**config.mk**
```make
export PLATFORM = sky130hd
export DESIGN_NAME = spi_xcvr
export DESIGN_NICKNAME = d
export VERILOG_FILES = /design/src/rtl/spi_xcvr_pkg.sv /design/src/rtl/spi_sync.sv /design/src/rtl/spi_clkdiv.sv /design/src/rtl/spi_sdo_dly.sv /design/src/rtl/spi_xcvr.sv
export SDC_FILE = /design/constraint.sdc
export NUM_CORES = 1
export LEC_CHECK = 0
export CORE_ASPECT_RATIO = 0.7
export CORE_MARGIN = 5
export CORE_UTILIZATION = 45
export CTS_CLUSTER_DIAMETER = 80
export DETAILED_ROUTE_END_ITERATION = 6
export PLACE_DENSITY = 0.69
export SYNTH_ARGS = -nofsm -noshare
export SYNTH_HDL_FRONTEND = slang
export SYNTH_SLANG_ARGS = --single-unit
```
**constraint.sdc**
```tcl
create_clock -name clk -period 3.01 [get_ports clk]
set_input_delay 0.301 -clock clk [delete_from_list [all_inputs] [get_ports clk]]
set_output_delay 0.301 -clock clk [all_outputs]
set_load 0.03 [all_outputs]
```
**src/rtl/spi_xcvr_pkg.sv**
```systemverilog
package spi_xcvr_pkg;
    localparam int unsigned BYTE_W = 8;
    localparam int unsigned EDGE_W = $clog2(2 * BYTE_W);
    localparam int unsigned LAST_EDGE = 2 * BYTE_W - 1;

    typedef struct packed {
        logic              run;
        logic              armed;
        logic              sck;
        logic [EDGE_W-1:0] edges;
        logic [BYTE_W-1:0] sh;
        logic              smp;
        logic [BYTE_W-1:0] rx;
        logic              full;
    } xcvr_st_t;
endpackage

```
**src/rtl/spi_sync.sv**
```systemverilog
module spi_sync #(
    parameter int unsigned W = 3,
    parameter logic [W-1:0] RST = '0
) (
    input  logic         clk,
    input  logic         rst_n,
    input  logic [W-1:0] a,
    output logic [W-1:0] y
);
    logic [W-1:0] s1_d, s1_q, s2_d, s2_q;

    always_comb begin
        s1_d = a;
        s2_d = s1_q;
    end

    always_ff @(posedge clk or negedge rst_n) begin
        if (!rst_n) begin
            s1_q <= RST;
            s2_q <= RST;
        end else begin
            s1_q <= s1_d;
            s2_q <= s2_d;
        end
    end

    assign y = s2_q;
endmodule

```
**src/rtl/spi_clkdiv.sv**
```systemverilog
module spi_clkdiv #(
    parameter int unsigned SEL_W = 2
) (
    input  logic             clk,
    input  logic             rst_n,
    input  logic             run,
    input  logic [SEL_W-1:0] sel,
    output logic             tick
);
    localparam int unsigned CW = (1 << SEL_W) - 1;

    logic [CW-1:0] cnt_d, cnt_q;
    logic [CW-1:0] last;

    always_comb begin
        last  = CW'((1 << sel) - 1);
        tick  = run && (cnt_q == last);
        if (!run || tick) cnt_d = '0;
        else              cnt_d = cnt_q + CW'(1);
    end

    always_ff @(posedge clk or negedge rst_n) begin
        if (!rst_n) cnt_q <= '0;
        else        cnt_q <= cnt_d;
    end
endmodule

```
**src/rtl/spi_sdo_dly.sv**
```systemverilog
module spi_sdo_dly #(
    parameter int unsigned SEL_W = 2
) (
    input  logic             clk,
    input  logic             rst_n,
    input  logic             d,
    input  logic [SEL_W-1:0] sel,
    output logic             q
);
    localparam int unsigned TAPS = (1 << SEL_W) - 1;

    logic [TAPS-1:0] pipe_d, pipe_q;
    logic [SEL_W-1:0] idx;

    for (genvar i = 0; i < TAPS; i++) begin : g_tap
        if (i == 0) begin : g_head
            assign pipe_d[i] = d;
        end else begin : g_body
            assign pipe_d[i] = pipe_q[i-1];
        end
    end

    always_ff @(posedge clk or negedge rst_n) begin
        if (!rst_n) pipe_q <= '0;
        else        pipe_q <= pipe_d;
    end

    always_comb begin
        idx = sel - SEL_W'(1);
        q   = (sel == '0) ? d : pipe_q[idx];
    end
endmodule

```
**src/rtl/spi_xcvr.sv**
```systemverilog
module spi_xcvr
    import spi_xcvr_pkg::*;
#(
    parameter int unsigned DIV_W = 2,
    parameter int unsigned DLY_W = 2
) (
    input  logic             clk,
    input  logic             rst_n,
    input  logic             cfg_master,
    input  logic             cfg_four_wire,
    input  logic             cfg_cpol,
    input  logic             cfg_lsb_first,
    input  logic             cfg_sdo_idle,
    input  logic [DLY_W-1:0] cfg_sdo_dly,
    input  logic [DIV_W-1:0] cfg_div,
    input  logic [7:0]       tx_data,
    input  logic             tx_start,
    input  logic             rd_ack,
    input  logic             sck_in,
    input  logic             ss_n_in,
    input  logic             sdi,
    output logic             sck_out,
    output logic             sck_oe,
    output logic             sdo,
    output logic [7:0]       rx_data,
    output logic             rx_full,
    output logic             busy
);
    xcvr_st_t q, n;
    logic tick, lead, trail, done, chg, samp, sdo_raw;
    logic sck_s, ss_s, sdi_s;

    // external pins resynchronised for slave operation
    spi_sync #(.W(3), .RST(3'b010)) u_sync (
        .clk   (clk),
        .rst_n (rst_n),
        .a     ({sck_in, ss_n_in, sdi}),
        .y     ({sck_s, ss_s, sdi_s})
    );

    spi_clkdiv #(.SEL_W(DIV_W)) u_div (
        .clk   (clk),
        .rst_n (rst_n),
        .run   (q.run && cfg_master),
        .sel   (cfg_div),
        .tick  (tick)
    );

    always_comb begin
        n     = q;
        lead  = 1'b0;
        trail = 1'b0;
        done  = 1'b0;
        chg   = 1'b0;
        samp  = sdi;
        if (cfg_master) begin
            if (!q.run) begin
                n.sck = cfg_cpol;
                if (tx_start) begin
                    n.run   = 1'b1;
                    n.armed = 1'b1;
                    n.sh    = tx_data;
                    n.edges = '0;
                end
            end else if (tick) begin
                n.sck = ~q.sck;
                lead  = ~q.edges[0];
                trail = q.edges[0];
            end
        end else begin
            samp  = sdi_s;
            n.run = 1'b0;
            n.sck = sck_s;
            chg   = (sck_s != q.sck);
            if (cfg_four_wire && ss_s) begin
                n.edges = '0;       // deselected: abort and hold count at zero
            end else begin
                lead  = chg && (sck_s != cfg_cpol) && !q.edges[0];
                trail = chg && (sck_s == cfg_cpol) && q.edges[0];
            end
            if (tx_start && (q.edges == '0)) begin
                n.armed = 1'b1;
                n.sh    = tx_data;
            end
        end

        if (lead) begin
            n.smp   = samp;
            n.edges = q.edges + EDGE_W'(1);
        end
        if (trail) begin
            n.edges = q.edges + EDGE_W'(1);
            n.sh    = cfg_lsb_first ? {q.smp, q.sh[BYTE_W-1:1]}
                                    : {q.sh[BYTE_W-2:0], q.smp};
            if (q.edges == EDGE_W'(LAST_EDGE)) begin
                done    = 1'b1;
                n.armed = 1'b0;
                n.run   = 1'b0;
                n.rx    = n.sh;
            end
        end
        if (rd_ack) n.full = 1'b0;
        if (done)   n.full = 1'b1;

        sdo_raw = q.armed ? (cfg_lsb_first ? q.sh[0] : q.sh[BYTE_W-1])
                          : cfg_sdo_idle;
    end

    always_ff @(posedge clk or negedge rst_n) begin
        if (!rst_n) q <= '0;
        else        q <= n;
    end

    spi_sdo_dly #(.SEL_W(DLY_W)) u_dly (
        .clk   (clk),
        .rst_n (rst_n),
        .d     (sdo_raw),
        .sel   (cfg_sdo_dly),
        .q     (sdo)
    );

    assign sck_out = cfg_master ? q.sck : cfg_cpol;
    assign sck_oe  = cfg_master;
    assign rx_data = q.rx;
    assign rx_full = q.full;
    assign busy    = cfg_master ? q.run : (q.edges != '0);
endmodule

```
-- Word level (Yosys, flattened, before mapping)
Index checks and enable logic that the tools add are counted.
- shift-type cells: 1
- equal/unequal tests: 10
- mux-type cells: 36
- bitwise logic cells: 2
- reductions and logical operators: 20
- add/subtract/negate cells: 4
- order comparisons: 1
- operators by type and width (kind ; count):
    $mux W12 ; 3
    $mux W1 ; 22
    $mux W8 ; 2
    $mux W15 ; 1
    $logic_and A1 B1 Y1 ; 8
    $mux W2 ; 4
    $mux W4 ; 2
    $reduce_bool A4 Y1 ; 2
    $ne A3 B2 Y1 const B ; 2
    $reduce_and A3 Y1 ; 2
    $add A4 B1 Y4 const B ; 1
    $eq A4 B4 Y1 const B ; 1
    $logic_not A4 Y1 ; 1
    $ne A4 B1 Y1 const B ; 1
    $ne A4 B2 Y1 const B ; 1
    $add A3 B1 Y3 const B ; 1
    $eq A3 B3 Y1 ; 1
    $lt A2 B3 Y1 const B ; 1
    $mux W3 ; 1
    $ne A3 B1 Y1 const B ; 1
    $reduce_bool A3 Y1 ; 1
    $shl A1 B2 Y3 const A ; 1
    $sub A3 B2 Y3 const B ; 1
    $bmux W1 S2 ; 1
    other kinds (9) ; 12
- input bits: 24
- logic and storage cells: 86
- flip-flop bits (word level): 37

-- Depth between registers and ports, before layout
- word-level depth: 9
- mapped depth: 7
- mapped depth without buffers: 6

-- Hierarchy
Synthesis repeated with hierarchy kept, for this count alone.
- cells, all modules: 180
- area, all modules: 1979.4 µm²
- modules (own cells, without submodules) (module ; seq. area each (µm²) ; instances ; area each (µm²) ; cells an instance):
    spi_xcvr ; 625.6 ; 1 ; 1511.4 ; 146
    spi_clkdiv ; 75.1 ; 1 ; 178.9 ; 18
    spi_sync ; 152.6 ; 1 ; 152.6 ; 6
    spi_sdo_dly ; 75.1 ; 1 ; 136.4 ; 10

-- Worst setup path after synthesis
OpenSTA, ideal clock, no wires.
- path kind: register -> register
- from: reg q[18] (netlist bit)
- to: reg q[10] (netlist bit)
- required time: 2.885 ns
- stages on the path, launching flop included: 8
- clock period less this slack: 1.817 ns
- path slack: 1.193 ns
- arrival: 1.692 ns
- path through: dfrtp_1 buf_2 clkinv_1 ha_1 a31oi_1 a32o_1 buf_6 mux2_4
- cells in the longest elaborated chain, start to end: 5
- elaborated cells on any way between the ends: 12
- those cells by class: eq/ne (2); mux (5); reduce/logical (5)
- RTL lines (element ; line ; text):
    start: declaration ; spi_xcvr.sv:29 ; xcvr_st_t q, n;
    start signal: assignment ; spi_xcvr.sv:111 ; else q <= n;
    $mux W1 / $logic_and A1 B1 Y1 (equally long branches) ; spi_xcvr.sv:65, spi_xcvr.sv:79 ;
    $mux W1, on equally long branches ; spi_xcvr.sv:57, spi_xcvr.sv:75 ;
    $mux W1 ; spi_xcvr.sv:56 ; if (cfg_master) begin
    $ne A3 B2 Y1 (no source line) (tied with other cells) ; -- ;
    $reduce_and A3 Y1 (no source line) ; -- ;
Several ways; a longest one is shown, not always the timed one.
A chain may end at the register's enable or synchronous reset.

-- Worst setup path in the final report
- from: in cfg_sdo_dly[0]
- to: out sdo
- cells in the longest elaborated chain, start to end: 4
- elaborated cells on any way between the ends: 5
- those cells by class: add/sub (1); mux (3); reduce/logical (1)
- RTL lines (element ; line ; text):
    start: declaration ; spi_xcvr.sv:14 ; input logic [DLY_W-1:0] cfg_sdo_dly,
    $sub A2 B1 Y2 ; spi_sdo_dly.sv:29 ; idx = sel - SEL_W'(1);
    $bmux W1 S2 ; spi_sdo_dly.sv:30 ; q = (sel == '0) ? d : pipe_q[idx];
    $mux W1 (implied by the code) ; spi_sdo_dly.sv:30 ;
    $mux W1 (*) ; spi_sdo_dly.sv:30 ;
    end: declaration ; spi_xcvr.sv:24 ; output logic sdo,
Mark *: on every way between the ends. The rest lies on a longest branch, timed or not. The select of a mux whose other input is x is not followed.

==> impl_metrics.json <==
{
  "syn_nets": 230,
  "synth_seq_cells": 37,
  "grt_max_degree": 38,
  "syn_to_final_growth_pct": 19.7,
  "end_kind": "output port",
  "hpwl_um": 3560,
  "grt_pass1_vias": 1532,
  "slew_viol_final": 0,
  "final_area_um2": 2660,
  "p_leak_nw": 1.14,
  "setup_viol": 0,
  "antenna_found_initial": 0,
  "holdBufCountCts": 0,
  "clockBufferDepth": 2,
  "hold_path.class": "input port to asynchronous set/reset pin",
  "fmax_mhz": 395,
  "status": "complete, no violations",
  "power_density_nw_per_um2": 481,
  "die_w_um": 93.9,
  "clk_latency_ns": 0.28,
  "regToRegSetupSlack_ns": 0.85,
  "rsz0062_at_grt": "no",
  "wl_per_cell_um": 15.9,
  "h-tree-depth": 2,
  "drt-met1-wl_um": 2500,
  "wl_met3_um": 259,
  "synth_ff_type": "dfrtp_1",
  "synth_area_per_cell_um2": 11.0,
  "wl_um": 4810,
  "peakVddDrop_uv": 249,
  "reg2reg_depth": 4,
  "r2r-start": "q[22]",
  "io_pins": 37,
  "grt_usage_pct": 15.8,
  "cpMaxStageDelayCell": "clkdlybuf4s50_1",
  "ctsRootBufferMaster": "clkbuf_8",
  "place_congestion": 0.779,
  "clock_skew_ns": 0.00458,
  "syn_area_um2": 2220,
  "synthCells": 202,
  "async_reset_ff_share_pct": 100,
  "cts_num_sinks": 37,
  "core_area_um2": 4780,
  "die_area_um2": 6460,
  "final_nets": 260,
  "postCtsSetupBuffers": 0,
  "tns_ns": 0,
  "wl_met2_um": 2010,
  "grt_overflow_total": 0,
  "arrival_ns": 2.23,
  "first_pass_iters": 4,
  "path_clk_slew_ns": 0.07,
  "yosysWarnings": 0,
  "vias_per_cell": 5.35,
  "yosysUniqueCellTypes": 44,
  "top_layer_used": "met4",
  "ctsResizeCount": 0,
  "slowest_delay_ns": 0.59,
  "relSlewSlack_pct": 45.6,
  "crit_fanout": 3,
  "dr.first_iter.drc_count": 96,
  "critPathLaunchType": "input port",
  "finalCritPeriodShare_pct": 84.1,
  "synth_seq_area_share_pct": 41.8,
  "cts_tree": "yes",
  "drive_gt1_share_pct": 20.2,
  "placed_area_um2": 2580,
  "path_cells": "clkdlybuf4s50_1 -> inv_1 -> ha_1 -> mux2i_1 -> o21ai_0 -> mux2_2 -> clkdlybuf4s50_1",
  "start_util_pct": 46.4,
  "synth-edff-count": 0,
  "port_buffers": 36,
  "cts_buffers": 5,
  "ant_nets": 0,
  "worstReg2RegEnd": "rx_data[4]",
  "hold_viol_final": 0,
  "die_y_um": 68.8,
  "min_period_ns": 2.53,
  "grt_pass1_wl_um": 7720,
  "diodes": 0,
  "path_common_cell": "clkdlybuf4s50_1",
  "via_count": 1617,
  "path_class": "input port to output port",
  "rows": 21,
  "drc": 0,
  "cp.required_ns": 2.71,
  "tightestPinTransition_ns": 0.817,
  "cap_violations": 0
}
==> worst max path at each step <==
stage | to | start | slack (ns) | cells after the start
floorplan | q[10] | q[18] | 1.19 | 7
global placement | sdo | cfg_sdo_dly[0] | 0.51 | 7
detailed placement | rx_data[4] | cfg_cpol | 0.43 | 5
CTS | sdo | cfg_sdo_dly[0] | 0.47 | 7
global route | sdo | cfg_sdo_dly[0] | 0.40 | 7
finish | sdo | cfg_sdo_dly[0] | 0.48 | 7
==> state kept, by name, indices dropped and copies added (netlist names) <==
| signal | flops |
|---|---|
| rx_data | 8 |
| u_div.cnt_q | 3 |
| rx_full | 1 |
| u_sync.y | 3 |
| u_dly.pipe_q | 3 |
| u_sync.s1_q | 3 |
| q | 16 |
==> cell type report <==
type,instances,area (µm²)
Sequential cell,37,928
Inverter,6,22.5
Clock buffer,8,80.1
Tap cell,69,86.3
Timing Repair Buffer,43,408
Fill cell,459,2120
Multi-Input combinational cell,139,1130
==> cells by family (layout without fill, tap and decap cells) <==
family / Yosys count / in the layout / synth area share, %
buf+inv: 26 / 57 / 7.16
simple gates: 53 / 53 / 13.0
flops: 37 / 37 / 41.8
fa+ha+maj: 4 / 4 / 2.25
xor+xnor: 3 / 3 / 1.18
compound gates: 46 / 46 / 15.4
mux: 33 / 33 / 19.1
==> routing by layer <==
layer,global-route usage (%),up-vias
li1,-,802
met1,24.3,766
met2,21.6,44
met3,4.56,5
met4,3.78,0
met5,0,-
==> metrics by stage <==
step	utilization (%)	cells	hold WS (ns)	power, mW	setup slack [ns]
final	55.6	302	0.109	1.28	0.480
after global routing	55.6	302	0.186	1.35	0.403
after CTS	55.6	302	0.141	1.29	0.473
after detailed placement	53.9	294	0.336	0.962	0.428
after global placement	53.9	294	0.332	0.956	0.508
after floorplan	-	202	0.00541	0.841	1.19
==> Yosys cell counts (all sizes together) (2+ instances only) <==
master | instances | share of area, %
a21o | 2 | 0.68
a21oi | 7 | 1.6
a2bb2oi | 8 | 3.2
a31oi | 4 | 1.1
and2 | 2 | 0.56
and3 | 2 | 0.56
and3b | 2 | 0.79
buf | 16 | 5.5
clkbuf | 4 | 0.68
dfrtp | 35 | 39
dfstp | 2 | 2.4
ha | 4 | 2.3
inv | 5 | 0.85
mux2 | 30 | 18
mux2i | 3 | 1.4
nand2 | 14 | 2.4
nand2b | 5 | 1.4
nand3 | 2 | 0.45
nand4 | 10 | 2.8
nor2 | 8 | 1.4
nor2b | 3 | 0.85
o211ai | 11 | 3.9
o21a | 3 | 1.1
o21ai | 6 | 1.9
or3 | 2 | 0.56
xnor2 | 2 | 0.79
==> power breakdown <==
part	switching, mW	internal, mW
sequential	0.0483	0.555
combinational	0.165	0.186
clock	0.160	0.164
==> worst max-delay path: cells and delay by family <==
kind | cells | cell delay, ns
muxes | 2 | 0.44
adders and majority gates | 1 | 0.31
AOI/OAI and AO/OA | 1 | 0.08
buffers and inverters | 3 | 1.10
==> cell usage in the layout (no fill, tap or decap), types with 3 or more instances in the layout <==
cell type | netlist | final
clkbuf_8 | 0 | 5
mux2_2 | 12 | 12
a21oi_1 | 7 | 7
dfrtp_1 | 35 | 35
clkbuf_1 | 4 | 3
a2bb2oi_1 | 8 | 8
mux2i_1 | 3 | 3
ha_1 | 4 | 4
a31oi_1 | 4 | 4
nand2_1 | 14 | 14
nand2b_1 | 5 | 5
nor2_1 | 8 | 8
o21ai_1 | 3 | 3
nand4_1 | 10 | 10
mux2_4 | 15 | 15
buf_4 | 9 | 7
nor2b_1 | 3 | 3
o211ai_1 | 10 | 10
clkdlybuf4s50_1 | 0 | 35
mux2_1 | 3 | 3
inv_1 | 5 | 5
Note: power is estimated with default switching activity, not from simulation.
